<file path="config.mk">
export PLATFORM = sky130hd
export DESIGN_NAME = ifp_frame_pusher
export DESIGN_NICKNAME = d
export VERILOG_FILES = /design/src/rtl/ifp_pkg.sv /design/src/rtl/ifp_slot_mux.sv /design/src/rtl/ifp_addr_gen.sv /design/src/rtl/ifp_seq.sv /design/src/rtl/ifp_frame_pusher.sv
export SDC_FILE = /design/constraint.sdc
export NUM_CORES = 1
export LEC_CHECK = 0
export BUFFER_PORTS_ARGS = -buffer_cell sky130_fd_sc_hd__buf_2
export CAP_MARGIN = 30
export CORE_AREA = 4 4 202 204
export CTS_BUF_LIST = sky130_fd_sc_hd__clkbuf_8
export DETAILED_ROUTE_END_ITERATION = 8
export DIE_AREA = 0 0 206 208
export HOLD_SLACK_MARGIN = 0.08
export MAX_ROUTING_LAYER = met4
export PLACE_DENSITY = 0.75
export SLEW_MARGIN = 20
export SYNTH_ARGS = -nofsm -noshare
export SYNTH_HDL_FRONTEND = slang
export SYNTH_SLANG_ARGS = --single-unit
</file>
<file path="constraint.sdc">
create_clock -name clk -period 3.7 [get_ports clk]
set_input_delay 0.37 -clock clk [delete_from_list [all_inputs] [get_ports clk]]
set_output_delay 0.37 -clock clk [all_outputs]
set_load 0.05 [all_outputs]
</file>
<file path="src/rtl/ifp_pkg.sv">
package ifp_pkg;
  localparam int WORD_W      = 32;
  localparam int SEL_W       = 16;
  localparam int FRAME_WORDS = 9;
  localparam int SLOT_W      = $clog2(FRAME_WORDS);
  localparam int STEP_BYTES  = WORD_W / 8;

  // frame order: first written (highest address) to last written (lowest)
  typedef enum logic [SLOT_W-1:0] {
    SLOT_GS, SLOT_FS, SLOT_DS, SLOT_ES, SLOT_SS,
    SLOT_ESP, SLOT_FLAGS, SLOT_CS, SLOT_EIP
  } slot_e;

  typedef struct packed {
    logic [SEL_W-1:0]  gs;
    logic [SEL_W-1:0]  fs;
    logic [SEL_W-1:0]  ds;
    logic [SEL_W-1:0]  es;
    logic [SEL_W-1:0]  ss;
    logic [SEL_W-1:0]  cs;
    logic [WORD_W-1:0] esp;
    logic [WORD_W-1:0] flags;
    logic [WORD_W-1:0] eip;
  } task_img_t;
endpackage

</file>
<file path="src/rtl/ifp_slot_mux.sv">
module ifp_slot_mux
  import ifp_pkg::*;
(
  input  task_img_t         img,
  input  slot_e             slot,
  output logic [WORD_W-1:0] word
);
  localparam int PAD_W = WORD_W - SEL_W;

  always_comb begin
    case (slot)
      SLOT_GS:    word = {{PAD_W{1'b0}}, img.gs};
      SLOT_FS:    word = {{PAD_W{1'b0}}, img.fs};
      SLOT_DS:    word = {{PAD_W{1'b0}}, img.ds};
      SLOT_ES:    word = {{PAD_W{1'b0}}, img.es};
      SLOT_SS:    word = {{PAD_W{1'b0}}, img.ss};
      SLOT_ESP:   word = img.esp;
      SLOT_FLAGS: word = img.flags;
      SLOT_CS:    word = {{PAD_W{1'b0}}, img.cs};
      SLOT_EIP:   word = img.eip;
      default:    word = '0;
    endcase
  end
endmodule

</file>
<file path="src/rtl/ifp_addr_gen.sv">
module ifp_addr_gen #(
  parameter int ADDR_W = 32,
  parameter int STEP   = 4
) (
  input  logic              clk,
  input  logic              rst_n,
  input  logic              load,
  input  logic              step,
  input  logic [ADDR_W-1:0] base,
  output logic [ADDR_W-1:0] addr
);
  localparam logic [ADDR_W-1:0] STEP_V = ADDR_W'(STEP);

  // pre-decrement: the first word sits one step below the base
  always_ff @(posedge clk) begin
    if (!rst_n)    addr <= '0;
    else if (load) addr <= base - STEP_V;
    else if (step) addr <= addr - STEP_V;
  end
endmodule

</file>
<file path="src/rtl/ifp_seq.sv">
module ifp_seq
  import ifp_pkg::*;
(
  input  logic  clk,
  input  logic  rst_n,
  input  logic  start,
  input  logic  wr_ready,
  output logic  busy,
  output slot_e slot,
  output logic  launch,
  output logic  advance,
  output logic  finish
);
  logic accept;

  assign launch  = start && !busy;
  assign accept  = busy && wr_ready;
  assign finish  = accept && (slot == SLOT_EIP);
  assign advance = accept && !finish;

  always_ff @(posedge clk) begin
    if (!rst_n) begin
      busy <= 1'b0;
      slot <= SLOT_GS;
    end else if (launch) begin
      busy <= 1'b1;
      slot <= SLOT_GS;
    end else if (finish) begin
      busy <= 1'b0;
    end else if (advance) begin
      slot <= slot_e'(slot + SLOT_W'(1));
    end
  end

  // a start during a stalled frame must not move the slot
  a_r5_start_ignored: assert property (@(posedge clk) disable iff (!rst_n)
    busy && start && !wr_ready |=> busy && $stable(slot));

  // every accepted non-final word advances exactly one slot
  a_r3_slot_step: assert property (@(posedge clk) disable iff (!rst_n)
    advance |=> busy && (slot != SLOT_GS));
endmodule

</file>
<file path="src/rtl/ifp_frame_pusher.sv">
module ifp_frame_pusher
  import ifp_pkg::*;
#(
  parameter int VM_BIT = 17
) (
  input  logic              clk,
  input  logic              rst_n,
  input  logic              start,
  output logic              busy,
  input  logic [SEL_W-1:0]  in_es,
  input  logic [SEL_W-1:0]  in_ds,
  input  logic [SEL_W-1:0]  in_fs,
  input  logic [SEL_W-1:0]  in_gs,
  input  logic [SEL_W-1:0]  in_ss,
  input  logic [SEL_W-1:0]  in_cs,
  input  logic [WORD_W-1:0] in_esp,
  input  logic [WORD_W-1:0] in_flags,
  input  logic [WORD_W-1:0] in_eip,
  input  logic [WORD_W-1:0] priv_esp,
  input  logic [SEL_W-1:0]  gate_cs,
  input  logic [WORD_W-1:0] gate_eip,
  output logic              wr_valid,
  input  logic              wr_ready,
  output logic [WORD_W-1:0] wr_addr,
  output logic [WORD_W-1:0] wr_data,
  output logic              done,
  output logic [SEL_W-1:0]  out_cs,
  output logic [WORD_W-1:0] out_eip,
  output logic [WORD_W-1:0] out_esp,
  output logic [WORD_W-1:0] out_flags,
  output logic [SEL_W-1:0]  out_es,
  output logic [SEL_W-1:0]  out_ds,
  output logic [SEL_W-1:0]  out_fs,
  output logic [SEL_W-1:0]  out_gs
);
  localparam int NUM_DSEG = 4;
  localparam logic [WORD_W-1:0] VM_MASK = WORD_W'(1) << VM_BIT;

  task_img_t         img_q;
  logic [SEL_W-1:0]  gate_cs_q;
  logic [WORD_W-1:0] gate_eip_q;
  slot_e             slot;
  logic              launch, advance, finish;

  ifp_seq u_seq (
    .clk      (clk),
    .rst_n    (rst_n),
    .start    (start),
    .wr_ready (wr_ready),
    .busy     (busy),
    .slot     (slot),
    .launch   (launch),
    .advance  (advance),
    .finish   (finish)
  );

  ifp_addr_gen #(.ADDR_W(WORD_W), .STEP(STEP_BYTES)) u_addr (
    .clk   (clk),
    .rst_n (rst_n),
    .load  (launch),
    .step  (advance),
    .base  (priv_esp),
    .addr  (wr_addr)
  );

  ifp_slot_mux u_mux (
    .img  (img_q),
    .slot (slot),
    .word (wr_data)
  );

  assign wr_valid = busy;

  // snapshot of the interrupted task and the gate target
  always_ff @(posedge clk) begin
    if (!rst_n) begin
      img_q      <= '0;
      gate_cs_q  <= '0;
      gate_eip_q <= '0;
    end else if (launch) begin
      img_q.gs    <= in_gs;
      img_q.fs    <= in_fs;
      img_q.ds    <= in_ds;
      img_q.es    <= in_es;
      img_q.ss    <= in_ss;
      img_q.cs    <= in_cs;
      img_q.esp   <= in_esp;
      img_q.flags <= in_flags;
      img_q.eip   <= in_eip;
      gate_cs_q   <= gate_cs;
      gate_eip_q  <= gate_eip;
    end
  end

  // control-transfer state presented once the frame is complete
  always_ff @(posedge clk) begin
    if (!rst_n) begin
      done      <= 1'b0;
      out_cs    <= '0;
      out_eip   <= '0;
      out_esp   <= '0;
      out_flags <= '0;
    end else begin
      done <= finish;
      if (finish) begin
        out_cs    <= gate_cs_q;
        out_eip   <= gate_eip_q;
        out_esp   <= wr_addr;
        out_flags <= img_q.flags & ~VM_MASK;
      end
    end
  end

  // data-segment registers: take task values at launch, null at finish
  logic [SEL_W-1:0] dseg_in [NUM_DSEG];
  logic [SEL_W-1:0] dseg_q  [NUM_DSEG];
  assign dseg_in[0] = in_es;
  assign dseg_in[1] = in_ds;
  assign dseg_in[2] = in_fs;
  assign dseg_in[3] = in_gs;

  for (genvar g = 0; g < NUM_DSEG; g++) begin : g_dseg
    always_ff @(posedge clk) begin
      if (!rst_n)      dseg_q[g] <= '0;
      else if (launch) dseg_q[g] <= dseg_in[g];
      else if (finish) dseg_q[g] <= '0;
    end
  end

  assign out_es = dseg_q[0];
  assign out_ds = dseg_q[1];
  assign out_fs = dseg_q[2];
  assign out_gs = dseg_q[3];

  // a stalled word keeps its address and data
  a_r4_stall_hold: assert property (@(posedge clk) disable iff (!rst_n)
    wr_valid && !wr_ready |=> wr_valid && $stable(wr_addr) && $stable(wr_data));

  // done is one cycle wide and follows an accepted write
  a_r6_done_single: assert property (@(posedge clk) disable iff (!rst_n)
    done |=> !done);
  a_r6_done_after_write: assert property (@(posedge clk) disable iff (!rst_n)
    done |-> $past(wr_valid && wr_ready) && !busy);

  // null data selectors when the handler is entered
  a_r9_null_dseg: assert property (@(posedge clk) disable iff (!rst_n)
    done |-> (out_es == '0) && (out_ds == '0) && (out_fs == '0) && (out_gs == '0));

  // compatibility-mode flag is clear at handler entry
  a_r8_vm_clear: assert property (@(posedge clk) disable iff (!rst_n)
    done |-> !out_flags[VM_BIT]);
endmodule

</file>
# Word level (Yosys, flattened, before mapping)

Memory sizes are Yosys's and may differ from the RTL's.
Cells that the tools add are included.

Flip-flop bits (word level): 389
Input bits: 276
Logic and storage cells: 73
Output and inout port bits: 243
RAM bits: 64
Memories kept: 1

Memory list:

| memory | depth | bits a word | rd ports | clocked after memory_dff | write ports | RTL line                | RTL |
|---|---|---|---|---|---|---|---|
| dseg_q | 4     | 16          | 4        | 0                        | 4           | ifp_frame_pusher.sv:116 | `logic [SEL_W-1:0] dseg_q [NUM_DSEG];` |

Reduce and logical (&&, ||, !) cells: 11
Multiplexer cells: 21
Equal/unequal tests: 8
Bitwise gates (word level): 10
Add/sub/neg operators: 3

Operators with widths:

| kind                    | count |
|---|---|
| $pmux W32 S9            | 1 |
| $mux W16                | 8 |
| $mux W32                | 2 |
| $sub A32 B3 Y32 const B | 2 |
| $eq A4 B3 Y1 const B    | 4 |
| $mux W1                 | 10 |
| $eq A4 B2 Y1 const B    | 2 |
| $or A1 B1 Y1            | 8 |
| $add A4 B1 Y4 const B   | 1 |
| $eq A4 B1 Y1 const B    | 1 |
| $eq A4 B4 Y1 const B    | 1 |
| $logic_and A1 B1 Y1     | 4 |
| $logic_not A4 Y1        | 1 |
| $reduce_bool A2 Y1      | 2 |
| $logic_not A1 Y1        | 2 |
| $not A1 Y1              | 2 |
| $reduce_and A2 Y1       | 1 |
| $reduce_or A2 Y1        | 1 |

# Depth between registers and ports, before layout

Word-level depth: 7
Gate-level depth with buffers: 14
Gate-level depth less buffers: 10

# Cells and area by module

From an unflattened synthesis, not the netlist that was laid out.

Cell total of the unflattened synthesis: 1839
Area total of the unflattened synthesis: 20128.1 um2

By module, submodules not included:

| module           | area each (um2) | instances | seq. area each (um2) | cells each |
|---|---|---|---|---|
| ifp_frame_pusher | 15747.6         | 1         | 8968.6               | 1282 |
| ifp_addr_gen     | 2406.1          | 1         | 640.6                | 299 |
| ifp_slot_mux     | 1719.1          | 1         | 0.0                  | 226 |
| ifp_seq          | 255.2           | 1         | 100.1                | 32 |

# Least setup slack after synthesis

Ideal clock, no wire load.

Path kind: reg-to-reg
From: register u_seq.busy
To: memory dseg_q[0][0] (enable)
Slack: 0.200 ns
Arrival time: 2.917 ns
Cell stages (with the launch flop): 10
Setup time: 0.583 ns
Data required time: 3.117 ns
Buffers on the path: 6
Clock period less this slack: 3.500 ns
Cell sequence: dfxtp_1 nand2b_1 buf_6 buf_6 buf_6 and2_1 clkbuf_1 clkbuf_1 clkbuf_1 nand2_1

RTL lines:

| item                   | RTL line                | RTL |
|---|---|---|
| from (decl)            | ifp_seq.sv:8            | `output logic busy,` |
| from (signal assigned) | ifp_seq.sv:23           | `busy <= 1'b0;` |
| from (signal assigned) | ifp_seq.sv:26           | `busy <= 1'b1;` |
| from (signal assigned) | ifp_seq.sv:29           | `busy <= 1'b0;` |
| to (decl)              | ifp_frame_pusher.sv:116 |  |

# Worst setup path in the final report

From: register u_seq.slot[2]
To: output port wr_data[15]

Word-level cells in the longest chain between the ends: 2
Elaborated cells between the ends (all ways): 10
Those cells by class: eq/ne: 8; mux: 1; reduce/logical: 1

Ends and longest elaborated chain:

| item                                 | RTL line               | RTL |
|---|---|---|
| from (decl)                          | ifp_seq.sv:9           | `output slot_e slot,` |
| from (signal assigned)               | ifp_seq.sv:31          | `slot <= slot_e'(slot + SLOT_W'(1));` |
| $eq A4 B4 Y1 (tied with other cells) | ifp_slot_mux.sv:11     | `case (slot)` |
| $pmux W32 S9 *                       | ifp_slot_mux.sv:11     |  |
| to (decl)                            | ifp_frame_pusher.sv:25 | `output logic [WORD_W-1:0] wr_data,` |

Every way passes the cells marked *; elsewhere a longest branch is shown, timed or not.

==> run_summary.xml <==
<?xml version="1.0" encoding="UTF-8"?>
<metrics>
  <group name="grt">
    <metric name="globalRoute.totalOverflow" unit="">0</metric>
    <metric name="first_global_vias" unit="">18010</metric>
    <metric name="grt_most_used_layer" unit="">met2</metric>
    <metric name="number_of_antenna_violations_at_the_first_check_in_global_routing" unit="">13</metric>
    <metric name="grtUsageMet3" unit="%">7.544</metric>
    <metric name="groute.layer.met2.usage" unit="%">49.13</metric>
    <metric name="grt_max_degree" unit="">184</metric>
    <metric name="wire_length_of_the_first_global_routing_pass" unit="µm">100900</metric>
    <metric name="grt_usage" unit="%">30.69</metric>
    <metric name="grt.met1_usage" unit="%">35.12</metric>
  </group>
  <group name="cells_and_area">
    <metric name="nets" unit="">2965</metric>
    <metric name="final_area" unit="µm²">24870</metric>
    <metric name="drive_gt1_share" unit="%">24.28</metric>
    <metric name="final.fill_count" unit="">3194</metric>
    <metric name="area.growth.synth_to_final" unit="%">34.43</metric>
  </group>
  <group name="logic_synthesis">
    <metric name="syn-cell-area" unit="µm²">18500</metric>
    <metric name="synth_async_sr_flop_share" unit="%">0</metric>
    <metric name="synth_cell_type_count" unit="">67</metric>
    <metric name="syn-num-nets" unit="">2312</metric>
    <metric name="number_of_storage_elements_in_the_synthesis_netlist" unit="">453</metric>
    <metric name="dominantRegCellSynth" unit="">dfxtp_1</metric>
    <metric name="synth_edf_count" unit="">64</metric>
    <metric name="mean_cell_area_of_the_mapped_netlist" unit="µm²">9.110</metric>
    <metric name="seq_area_frac_synth" unit="%">52.47</metric>
    <metric name="synthesis.instances" unit="">2031</metric>
    <metric name="ys_warn_count" unit="">0</metric>
  </group>
  <group name="setup_path">
    <metric name="timing_worst_setup_path_type" unit="">register to output port</metric>
    <metric name="worstPathMaxFanout" unit="">18</metric>
    <metric name="setup.worst_path.start_class" unit="">register</metric>
    <metric name="endpoint_kind" unit="">output port</metric>
    <metric name="cp_data_required_time" unit="ns">3.33</metric>
    <metric name="critPathArrivalTime" unit="ns">3.05</metric>
  </group>
  <group name="power">
    <metric name="design_power_total" unit="mW">11.32</metric>
    <metric name="p_int" unit="mW">8.130</metric>
    <metric name="sequentialPowerShare" unit="%">47.7</metric>
    <metric name="static-leakage-power" unit="nW">11.29</metric>
    <metric name="power.combinational.fraction" unit="%">13.8</metric>
    <metric name="p_per_area" unit="nW/µm²">455.1</metric>
    <metric name="proportion_of_power_drawn_by_the_clock_network" unit="%">38.5</metric>
    <metric name="switching_power" unit="mW">3.189</metric>
    <metric name="vdd_ir_drop_max" unit="mV">0.3072</metric>
    <metric name="switching_share" unit="%">28.17</metric>
  </group>
  <group name="clocking">
    <metric name="max_clock_buf_depth" unit="">3</metric>
    <metric name="clkSinkCount" unit="">453</metric>
    <metric name="worst_setup_hold_path_clk_slew" unit="ns">0.06</metric>
    <metric name="cts_tree" unit="">done</metric>
    <metric name="clockRootBuffer" unit="">clkbuf_8</metric>
    <metric name="tritoncts.num_buffers" unit="">75</metric>
    <metric name="cts_setup_buffers" unit="">0</metric>
    <metric name="worst_skew_pair.late_latency" unit="ns">0.64</metric>
    <metric name="htree_levels" unit="">3</metric>
  </group>
  <group name="route">
    <metric name="dr.pass1.iters" unit="">8</metric>
    <metric name="avgRoutedWirePerCell" unit="µm">20.36</metric>
    <metric name="routed_wirelength" unit="µm">66740</metric>
    <metric name="detail_route.vias_per_cell" unit="">5.413</metric>
    <metric name="dr_total_vias" unit="">17750</metric>
    <metric name="drcViolationCount" unit="">0</metric>
    <metric name="detailedRoute.firstIterationViolations" unit="">1556</metric>
    <metric name="antenna_violating_nets_post_route" unit="">0</metric>
  </group>
  <group name="floorplan">
    <metric name="floorplan_die_area" unit="µm²">42850</metric>
    <metric name="effective_utilization_at_floorplan" unit="%">47.11</metric>
    <metric name="core_area" unit="µm²">39280</metric>
    <metric name="fp-row-count" unit="">73</metric>
    <metric name="chipHeight" unit="µm">208</metric>
    <metric name="die-width" unit="µm">206</metric>
    <metric name="ioPinCount" unit="">519</metric>
  </group>
  <group name="run_status">
    <metric name="outcome" unit="">completed</metric>
  </group>
  <group name="timing">
    <metric name="timing.final.setup_violations" unit="">0</metric>
    <metric name="timing.final.hold_violations" unit="">0</metric>
    <metric name="finalCritPeriodShare" unit="%">92.47</metric>
    <metric name="fin_worst_skew" unit="ns">0.02872</metric>
    <metric name="worstMarginPinSlew" unit="ns">0.8681</metric>
    <metric name="postLayoutSetupSlackWorst" unit="ns">0.2786</metric>
    <metric name="rsz0062_at_grt" unit="">no</metric>
    <metric name="final-max-slew-violation-count" unit="">0</metric>
    <metric name="max_clock_freq" unit="MHz">292.3</metric>
    <metric name="period_minus_slack" unit="ns">3.421</metric>
    <metric name="final.setup.tns" unit="ns">0</metric>
    <metric name="max-slew-margin-rel" unit="%">42.13</metric>
  </group>
  <group name="job">
    <metric name="max_cap_violations" unit="">0</metric>
  </group>
  <group name="placed_design">
    <metric name="post-dp-hpwl" unit="µm">44270</metric>
    <metric name="place_congestion" unit="">0.9207</metric>
    <metric name="worst_setup_slack_before_clock_tree_synthesis" unit="ns">0.5982</metric>
    <metric name="io_buffer_count" unit="">517</metric>
    <metric name="placed_cell_area" unit="µm²">21320</metric>
  </group>
  <group name="worst_hold_path">
    <metric name="hold_path_class" unit="">input port to register</metric>
  </group>
</metrics>
Yosys cell counts, drive strengths merged (18+ instances only):
| cell | count | area (µm²) |
|---|---|---|
| nor2 | 51 | 191.4 |
| buf | 32 | 187.7 |
| and3 | 67 | 419.2 |
| a21boi | 292 | 2192 |
| nand3 | 29 | 150.1 |
| a22oi | 30 | 225.2 |
| inv | 20 | 75.07 |
| nor3 | 18 | 100.1 |
| edfxtp | 64 | 1922 |
| xnor2 | 28 | 245.2 |
| clkbuf | 132 | 495.5 |
| a21o | 65 | 488.0 |
| a222oi | 32 | 320.3 |
| dfxtp | 389 | 7787 |
| nand2 | 612 | 2297 |
registers in the layout, indices dropped and copies added, names as in the netlist:
signal,cells
out_flags,31
u_addr.addr,32
u_seq.slot,4
img_q,192
out_cs,16
done,1
out_eip,32
gate_cs_q,16
gate_eip_q,32
u_seq.busy,1
out_esp,32
dseg_q,64
path summary, 6_finish.rpt:
path	from	end	slack (ns)	depth (start not counted)
worst min-delay path	in_es[1]	img_q[129]	0.11	3
worst max register to register	u_seq.busy	u_addr.addr[31]	0.66	7
worst max-delay path	u_seq.slot[2]	wr_data[15]	0.28	7
worst min register to register	gate_eip_q[26]	out_eip[26]	0.45	2
cell type report:
cell class,count,area [µm²],area share [%]
well taps,525,656.9,2.641
clock buffers,92,1266,5.091
repair buffers,740,4860,19.54
clock inverters,40,202.7,0.8149
inverters,20,75.07,0.3018
diodes,14,35.03,0.1409
flip-flops and latches,453,9709,39.04
multi-input cells,1394,8068,32.44
critical path: stages (launching register included):
cell and delay (ns):
dfxtp_1 0.39, nor2b_1 0.24, and2_1 0.64, buf_4 0.39, a22oi_1 0.15, nand3_1 0.19, a221o_1 0.12, buf_2 0.29
timing repair:
item,CTS,global route
hold endpoints to repair,215,0
setup endpoints to repair,0,1
resized for setup,0,1
hold buffers,202,0
metrics by stage:
stage	hold slack, ns	cells	util [%]
floorplan	0.4262	2031	-
finish	0.1117	3278	63.33
CTS	0.08048	3263	63.16
global placement	0.4325	2929	54.28
global route	0.09264	3277	63.32
detailed placement	0.4403	2929	54.28
power by group through the flow:
| stage | clock [mW] | sequential, mW | combinational, mW |
|---|---|---|---|
| after floorplan | 0 | 5.73 | 0.639 |
| after global placement | 0 | 5.50 | 1.34 |
| after detailed placement | 0 | 5.51 | 1.36 |
| after CTS | 4.42 | 5.40 | 1.54 |
| after global routing | 4.66 | 5.42 | 1.67 |
| final | 4.35 | 5.40 | 1.56 |
logic make-up after synthesis:
family	after synthesis	share of synthesized area, %
flip-flops	453	52.47
other	1	0.02027
AO/OA/AOI/OAI	502	21.00
AND/OR/NAND/NOR	829	19.23
adder cells (fa/ha/maj)	5	0.3381
multiplexers	16	0.8993
XOR/XNOR	41	1.941
buffers and inverters	184	4.098
per-layer routing:
metal  share of wire (%)  wire length [µm]
met1                  38             25150
met3                 9.4              6269
met2                  47             31430
met4                 5.8              3897
met5                   0                 0
layout by cell type (no fill, tap or decap), types with 28 or more instances in the layout:
cell             n
and3_1          66
buf_2          516
a21boi_0       292
xnor2_1         28
edfxtp_1        64
dfxtp_1        389
nand2_1        611
a222oi_1        32
clkbuf_8        92
a21o_1          65
a22oi_1         30
nor2_1          51
dlygate4sd3_1  202
inv_1           50
(Power assumes the default switching activity.)
